[src/rtl/ring_walk_pkg.sv]
package ring_walk_pkg;

    localparam int DESC_WORDS = 4;
    localparam int IDXW       = $clog2(DESC_WORDS);
    localparam int OWN_BIT    = 31;
    localparam int LAST_BIT   = 30;
    localparam int STATUS_W   = 31;

    typedef enum logic [1:0] {
        ENG_STOPPED   = 2'd0,
        ENG_FETCHING  = 2'd1,
        ENG_RUNNING   = 2'd2,
        ENG_SUSPENDED = 2'd3
    } eng_state_e;

    typedef enum logic [2:0] {
        PH_IDLE,
        PH_READ,
        PH_HAND,
        PH_WB,
        PH_SUSP
    } phase_e;

    typedef struct packed {
        logic [31:0] ctrl;
        logic [31:0] buf1;
        logic [31:0] link;
    } desc_words_t;

    function automatic eng_state_e phase_to_state(phase_e p);
        case (p)
            PH_READ:          return ENG_FETCHING;
            PH_HAND, PH_WB:   return ENG_RUNNING;
            PH_SUSP:          return ENG_SUSPENDED;
            default:          return ENG_STOPPED;
        endcase
    endfunction

endpackage

[src/rtl/walker_seq.sv]
module walker_seq
    import ring_walk_pkg::*;
(
    input  logic            clk,
    input  logic            rst,
    input  logic            run,
    input  logic            poll,
    input  logic            mem_ack,
    input  logic            own_flag,
    input  logic            mv_done,
    output phase_e          phase,
    output logic [IDXW-1:0] widx,
    output logic            ld_base,
    output logic            ld_next,
    output logic            cap_en,
    output logic            st_en
);

    localparam logic [IDXW-1:0] LAST_IDX = IDXW'(DESC_WORDS - 1);

    assign ld_base = (phase == PH_IDLE) && run;
    assign ld_next = (phase == PH_WB) && mem_ack;
    assign cap_en  = (phase == PH_READ) && mem_ack;
    assign st_en   = (phase == PH_HAND) && mv_done;

    always_ff @(posedge clk) begin
        if (rst) begin
            phase <= PH_IDLE;
            widx  <= '0;
        end else begin
            case (phase)
                PH_IDLE: begin
                    if (run) begin
                        phase <= PH_READ;
                        widx  <= '0;
                    end
                end
                PH_READ: begin
                    if (mem_ack) begin
                        if (widx == '0 && !own_flag) begin
                            phase <= run ? PH_SUSP : PH_IDLE;
                            widx  <= '0;
                        end else if (widx == LAST_IDX) begin
                            phase <= PH_HAND;
                            widx  <= '0;
                        end else begin
                            widx <= widx + 1'b1;
                        end
                    end
                end
                PH_HAND: begin
                    if (mv_done) phase <= PH_WB;
                end
                PH_WB: begin
                    if (mem_ack) begin
                        phase <= run ? PH_READ : PH_IDLE;
                        widx  <= '0;
                    end
                end
                PH_SUSP: begin
                    if (!run) begin
                        phase <= PH_IDLE;
                    end else if (poll) begin
                        phase <= PH_READ;
                        widx  <= '0;
                    end
                end
                default: phase <= PH_IDLE;
            endcase
        end
    end

endmodule

[src/rtl/walker_ptr.sv]
module walker_ptr #(
    parameter int AW = 32
) (
    input  logic          clk,
    input  logic          rst,
    input  logic          base_we,
    input  logic [AW-1:0] base_in,
    input  logic          ld_base,
    input  logic          ld_next,
    input  logic [AW-1:0] next_in,
    output logic [AW-1:0] cur
);

    logic [AW-1:0] base_q;

    always_ff @(posedge clk) begin
        if (rst) begin
            base_q <= '0;
            cur    <= '0;
        end else begin
            if (base_we) base_q <= base_in;
            if (ld_base)      cur <= base_q;
            else if (ld_next) cur <= next_in;
        end
    end

endmodule

[src/rtl/walker_capture.sv]
module walker_capture
    import ring_walk_pkg::*;
#(
    parameter int AW  = 32,
    parameter int SZW = 11
) (
    input  logic                clk,
    input  logic                rst,
    input  logic                cap_en,
    input  logic [IDXW-1:0]     widx,
    input  logic [31:0]         rdata,
    input  logic                st_en,
    input  logic [STATUS_W-1:0] status_in,
    output logic [AW-1:0]       buf_addr,
    output logic [AW-1:0]       next_addr,
    output logic [SZW-1:0]      size,
    output logic                last,
    output logic [STATUS_W-1:0] status
);

    desc_words_t words;

    always_ff @(posedge clk) begin
        if (rst) begin
            words  <= '0;
            status <= '0;
        end else begin
            if (cap_en) begin
                case (widx)
                    IDXW'(1): words.ctrl <= rdata;
                    IDXW'(2): words.buf1 <= rdata;
                    IDXW'(3): words.link <= rdata;
                    default:  ;
                endcase
            end
            if (st_en) status <= status_in;
        end
    end

    assign buf_addr  = words.buf1[AW-1:0];
    assign next_addr = words.link[AW-1:0];
    assign size      = words.ctrl[SZW-1:0];
    assign last      = words.ctrl[LAST_BIT];

    logic unused_word_bits;
    assign unused_word_bits = ^{words.ctrl, words.buf1, words.link};

endmodule

[src/rtl/desc_ring_walker.sv]
module desc_ring_walker
    import ring_walk_pkg::*;
#(
    parameter int AW  = 32,
    parameter int SZW = 11
) (
    input  logic                clk,
    input  logic                rst,
    input  logic                run,
    input  logic                poll,
    input  logic                base_we,
    input  logic [AW-1:0]       base_addr,
    output logic                mem_req,
    output logic                mem_we,
    output logic [AW-1:0]       mem_addr,
    output logic [31:0]         mem_wdata,
    input  logic [31:0]         mem_rdata,
    input  logic                mem_ack,
    output logic                mv_valid,
    output logic [AW-1:0]       mv_buf_addr,
    output logic [SZW-1:0]      mv_size,
    output logic                mv_last,
    input  logic                mv_done,
    input  logic [STATUS_W-1:0] mv_status,
    output logic [1:0]          eng_state
);

    phase_e                phase;
    logic [IDXW-1:0]       widx;
    logic                  ld_base, ld_next, cap_en, st_en;
    logic [AW-1:0]         cur, next_addr;
    logic [STATUS_W-1:0]   status_q;

    walker_seq u_seq (
        .clk      (clk),
        .rst      (rst),
        .run      (run),
        .poll     (poll),
        .mem_ack  (mem_ack),
        .own_flag (mem_rdata[OWN_BIT]),
        .mv_done  (mv_done),
        .phase    (phase),
        .widx     (widx),
        .ld_base  (ld_base),
        .ld_next  (ld_next),
        .cap_en   (cap_en),
        .st_en    (st_en)
    );

    walker_ptr #(.AW(AW)) u_ptr (
        .clk     (clk),
        .rst     (rst),
        .base_we (base_we),
        .base_in (base_addr),
        .ld_base (ld_base),
        .ld_next (ld_next),
        .next_in (next_addr),
        .cur     (cur)
    );

    walker_capture #(.AW(AW), .SZW(SZW)) u_cap (
        .clk       (clk),
        .rst       (rst),
        .cap_en    (cap_en),
        .widx      (widx),
        .rdata     (mem_rdata),
        .st_en     (st_en),
        .status_in (mv_status),
        .buf_addr  (mv_buf_addr),
        .next_addr (next_addr),
        .size      (mv_size),
        .last      (mv_last),
        .status    (status_q)
    );

    assign mem_req   = (phase == PH_READ) || (phase == PH_WB);
    assign mem_we    = (phase == PH_WB);
    assign mem_addr  = (phase == PH_READ) ? cur + AW'({widx, 2'b00}) : cur;
    assign mem_wdata = {1'b0, status_q};
    assign mv_valid  = (phase == PH_HAND);
    assign eng_state = phase_to_state(phase);

endmodule

[config.mk]
export PLATFORM = sky130hd
export DESIGN_NAME = desc_ring_walker
export DESIGN_NICKNAME = d
export VERILOG_FILES = /design/src/rtl/ring_walk_pkg.sv /design/src/rtl/walker_seq.sv /design/src/rtl/walker_ptr.sv /design/src/rtl/walker_capture.sv /design/src/rtl/desc_ring_walker.sv
export SDC_FILE = /design/constraint.sdc
export NUM_CORES = 1
export LEC_CHECK = 0
export ABC_AREA = 1
export BUFFER_PORTS_ARGS = -buffer_cell sky130_fd_sc_hd__buf_4
export CAP_MARGIN = 15
export CORE_MARGIN = 1
export CORE_UTILIZATION = 58
export CTS_CLUSTER_DIAMETER = 60
export CTS_CLUSTER_SIZE = 14
export DETAILED_ROUTE_END_ITERATION = 12
export PLACE_DENSITY = 0.86
export SETUP_SLACK_MARGIN = 0.3
export SLEW_MARGIN = 25
export SYNTH_ARGS = -nofsm -noshare
export SYNTH_HDL_FRONTEND = slang
export SYNTH_HIERARCHICAL = 1
export SYNTH_SLANG_ARGS = --single-unit
[constraint.sdc]
create_clock -name clk -period 5.7 [get_ports clk]
set_clock_uncertainty 0.15 [all_clocks]
set_input_delay 0.855 -clock clk [delete_from_list [all_inputs] [get_ports clk]]
set_output_delay 0.855 -clock clk [all_outputs]
set_load 0.05 [all_outputs]
==> qor.csv <==
stage,metric,value,unit
critical_path,Worst Path Arrival,2540,ps
placed_design,placed wire-length estimate,16100,um
routing,Routed Wire Length,23000,um
power,switch share,42.2,%
clock_network,# Post-CTS Setup Buffers,0,
critical_path,Crit path required time,4700,ps
timing,Max Clock Freq,282,MHz
power,PwrDens,420,nW/um^2
power,Net Sw Power,1.89,mW
layout,layout cell share with drive strength beyond 1,19.3,%
clock_network,CTS tree,done,
synthesis,cells after synthesis,1333,
critical_path,CP max stage delay,450,ps
layout,# diodes,0,
synthesis,Synth top cells by count,"376 x nand2_1, 290 x nor2_1, 199 x inv_1, 176 x dfxtp_1, 45 x a21oi_1",
power,Comb power frac,38.5,%
timing,RSZ-0062 raised after global routing,false,
timing,period utilisation layout,62.2,%
power,Seq pwr share,35.2,%
grt,global-route wire length before repair,35900,um
clock_network,total number of H-tree levels,4,
synthesis,Synth Flop Type,dfxtp_1,
timing,final hold vios,0,
critical_path,WS Path Type,reg -> out,
clock_network,CTS buffer count,17,
floorplan,die width,123,um
power,Internal Power,2.59,mW
grt,vias in the first global route,7525,
synthesis,most frequent cell after synthesis,nand2_1,
grt,grt ovf,0,
clock_network,latest clock arrival within the worst-skew pair,430,ps
power,Power Total,4.48,mW
critical_path,"Slowest-stage cell, CP",dfxtp_1,
floorplan,I/O pin count,215,
synthesis,synthesized area,8550,um^2
critical_path,crit-path cells,ha_1 > inv_1 > fa_1 > inv_1 > nand3_4 > nor2_4 > nand3_1 > nand2_1 > nand2_1 > buf_4,
floorplan,die area,15200,um^2
synthesis,cell taking the most area after synthesis,dfxtp_1,
clock_network,CTS sink count,176,
power,VDD IR max,250,uV
floorplan,Die Span Y,123,um
run,Max-cap violations,0,
synthesis,Yosys reg bits,176,
power,Clk pwr share,26.2,%
floorplan,row cnt,44,
clock_network,cts hold-fix bufs,0,
synthesis,register area share after synthesis,41.2,%
timing,Final min period,3540,ps
synthesis,Ys Warns,6,
placed_design,Port Buffer Count,213,
timing,final setup TNS,0,ps
routing,Initial DRC Count,780,
placed_design,RePlAce Congestion,0.898,
layout,NumNets Final,1616,
timing,"Slew Viols, Final",0,
synthesis,post-synth top area share,41.2,%
routing,DRC violations left,0,
synthesis,syn_area_per_cell,6.42,um^2
synthesis,synth top area cells,"dfxtp_1 41%, nand2_1 17%, nor2_1 13%",
grt,Total Routing Usage GR,30.5,%
clock_network,cts repair resizes,0,
floorplan,Initial Util,59.1,%
timing,measured slew at the worst slew-check pin,1010,ps
timing,final setup vio count,0,
clock_network,clock transition at the registers of the reported paths,60,ps
layout,Area growth syn-to-layout,24.7,%
run_status,status,"complete, no violations",
routing,wire length per cell,13.5,um
critical_path,CP Max Fanout,13,
synthesis,Yosys cell types,32,
timing,normalized max-slew margin,32.4,%
synthesis,Post-Syn Nets,1440,
clock_network,Clock Tree Buf Depth,2,
routing,vias per inst,4.96,
critical_path,Worst Setup End Kind,primary output,
grt,antenna violations before repair,0,
power,LEAKAGE,5.69,nW
critical_path,Worst setup SP type,flop,
routing,Initial DRT Pass Iterations,5,
routing,antenna-violating nets left,0,
grt,pin count of the biggest net entering global routing,67,
routing,vias,8464,
synthesis,fraction of registers with async set/reset,0,%
floorplan,CORE AREA,14500,um^2
worst_hold_path,HP Class,reg -> reg,
clock_network,clk root buf,clkbuf_16,
synthesis,Post-synth EDFFs,0,
final cells by class:
type | instances | area (um^2)
clock inverters | 10 | 125
inverters | 202 | 758
well taps | 184 | 230
flip-flops and latches | 176 | 3520
clock buffers | 22 | 464
fillers | 1187 | 3810
multi-input cells | 893 | 3920
repair buffers | 219 | 1640
metrics by stage:
stage / area [um^2] / utilization, % / hold WS (ps) / std cells / setup WS [ps]
floorplan: 8550 / - / 289 / 1333 / 2500
global placement: 10100 / 69.6 / 300 / 1674 / 2650
detailed placement: 10100 / 69.6 / 302 / 1674 / 2580
CTS: 10700 / 73.7 / 312 / 1706 / 2130
global route: 10700 / 73.7 / 339 / 1706 / 2050
finish: 10700 / 73.7 / 314 / 1706 / 2160
final timing paths:
path | cells after the start | startpoint | endpoint | slack (ps)
worst max-delay path | 10 | u_seq/widx[0] | mem_addr[30] | 2160
worst min-delay path | 2 | u_ptr/base_q[11] | u_ptr/base_q[11] | 310
worst max register to register | 8 | u_seq/phase[1] | u_cap/status[8] | 3260
worst min register to register | 2 | u_ptr/base_q[11] | u_ptr/base_q[11] | 310
layout by cell type (no fill, tap or decap):
cell	netlist	layout
a21oi_1	45	45
a21oi_2	20	20
and2_1	1	1
buf_4	4	219
bufinv_16	0	2
clkbuf_1	17	3
clkbuf_16	0	17
clkbuf_8	0	2
clkinv_1	0	1
clkinv_2	0	1
clkinv_4	0	2
clkinvlp_4	0	1
conb_1	1	1
dfxtp_1	176	176
fa_1	1	1
ha_1	4	4
inv_1	199	198
inv_2	3	3
inv_6	0	4
nand2_1	376	376
nand2_2	4	4
nand2_4	1	1
nand3_1	31	31
nand3_2	3	3
nand3_4	1	1
nand3b_1	6	6
nand4_1	9	9
nor2_1	290	290
nor2_2	7	7
nor2_4	3	3
nor2_8	1	1
nor3_1	36	36
nor4_2	0	1
o21ai_0	40	40
xnor2_1	4	4
xor2_1	7	7
xor2_2	1	1
registers in the layout, indices dropped and copies added (netlist names):
register / flops
u_cap/buf_addr: 32
u_cap/next_addr: 32
u_ptr/base_q: 32
u_ptr/cur: 32
u_cap/status: 31
u_cap/size: 11
u_seq/phase: 3
u_seq/widx: 2
u_cap/last: 1
worst max-delay path: cells and delay by family, from the launching register on:
family	cells	cell delay [ps]
adder cells (fa/ha/maj)	2	640
AND/OR/NAND/NOR	5	650
buffers and inverters	3	360
flip-flops	1	450
cells by family (layout without fill, tap and decap cells):
group,Yosys count,after routing,share of synthesized area [%]
simple gates,770,770,36.6
buf+inv,264,453,13.0
flops,176,176,41.2
compound gates,105,105,7.02
xor+xnor,12,12,1.32
fa+ha+maj,5,5,0.819
other cells,1,1,0.0438
routing by layer:
| metal | GRT usage (%) | up-vias | share of wire, % |
|---|---|---|---|
| met2 | 47.2 | 335 | 44 |
| li1 | - | 4331 | - |
| met1 | 40.4 | 3759 | 44 |
| met4 | 10.2 | 0 | 1.9 |
| met5 | 0 | - | 0 |
| met3 | 9.04 | 39 | 9.6 |
power groups by stage:
stage	registers, mW	logic (mW)	clock network (mW)
2_1_floorplan	1.75	1.10	0
6_report	1.58	1.73	1.18
3_5_place_dp	1.60	1.71	0
5_1_grt	1.60	1.88	1.23
3_3_place_gp	1.59	1.68	0
4_1_cts	1.58	1.72	1.19
(Power assumes the default switching activity.)
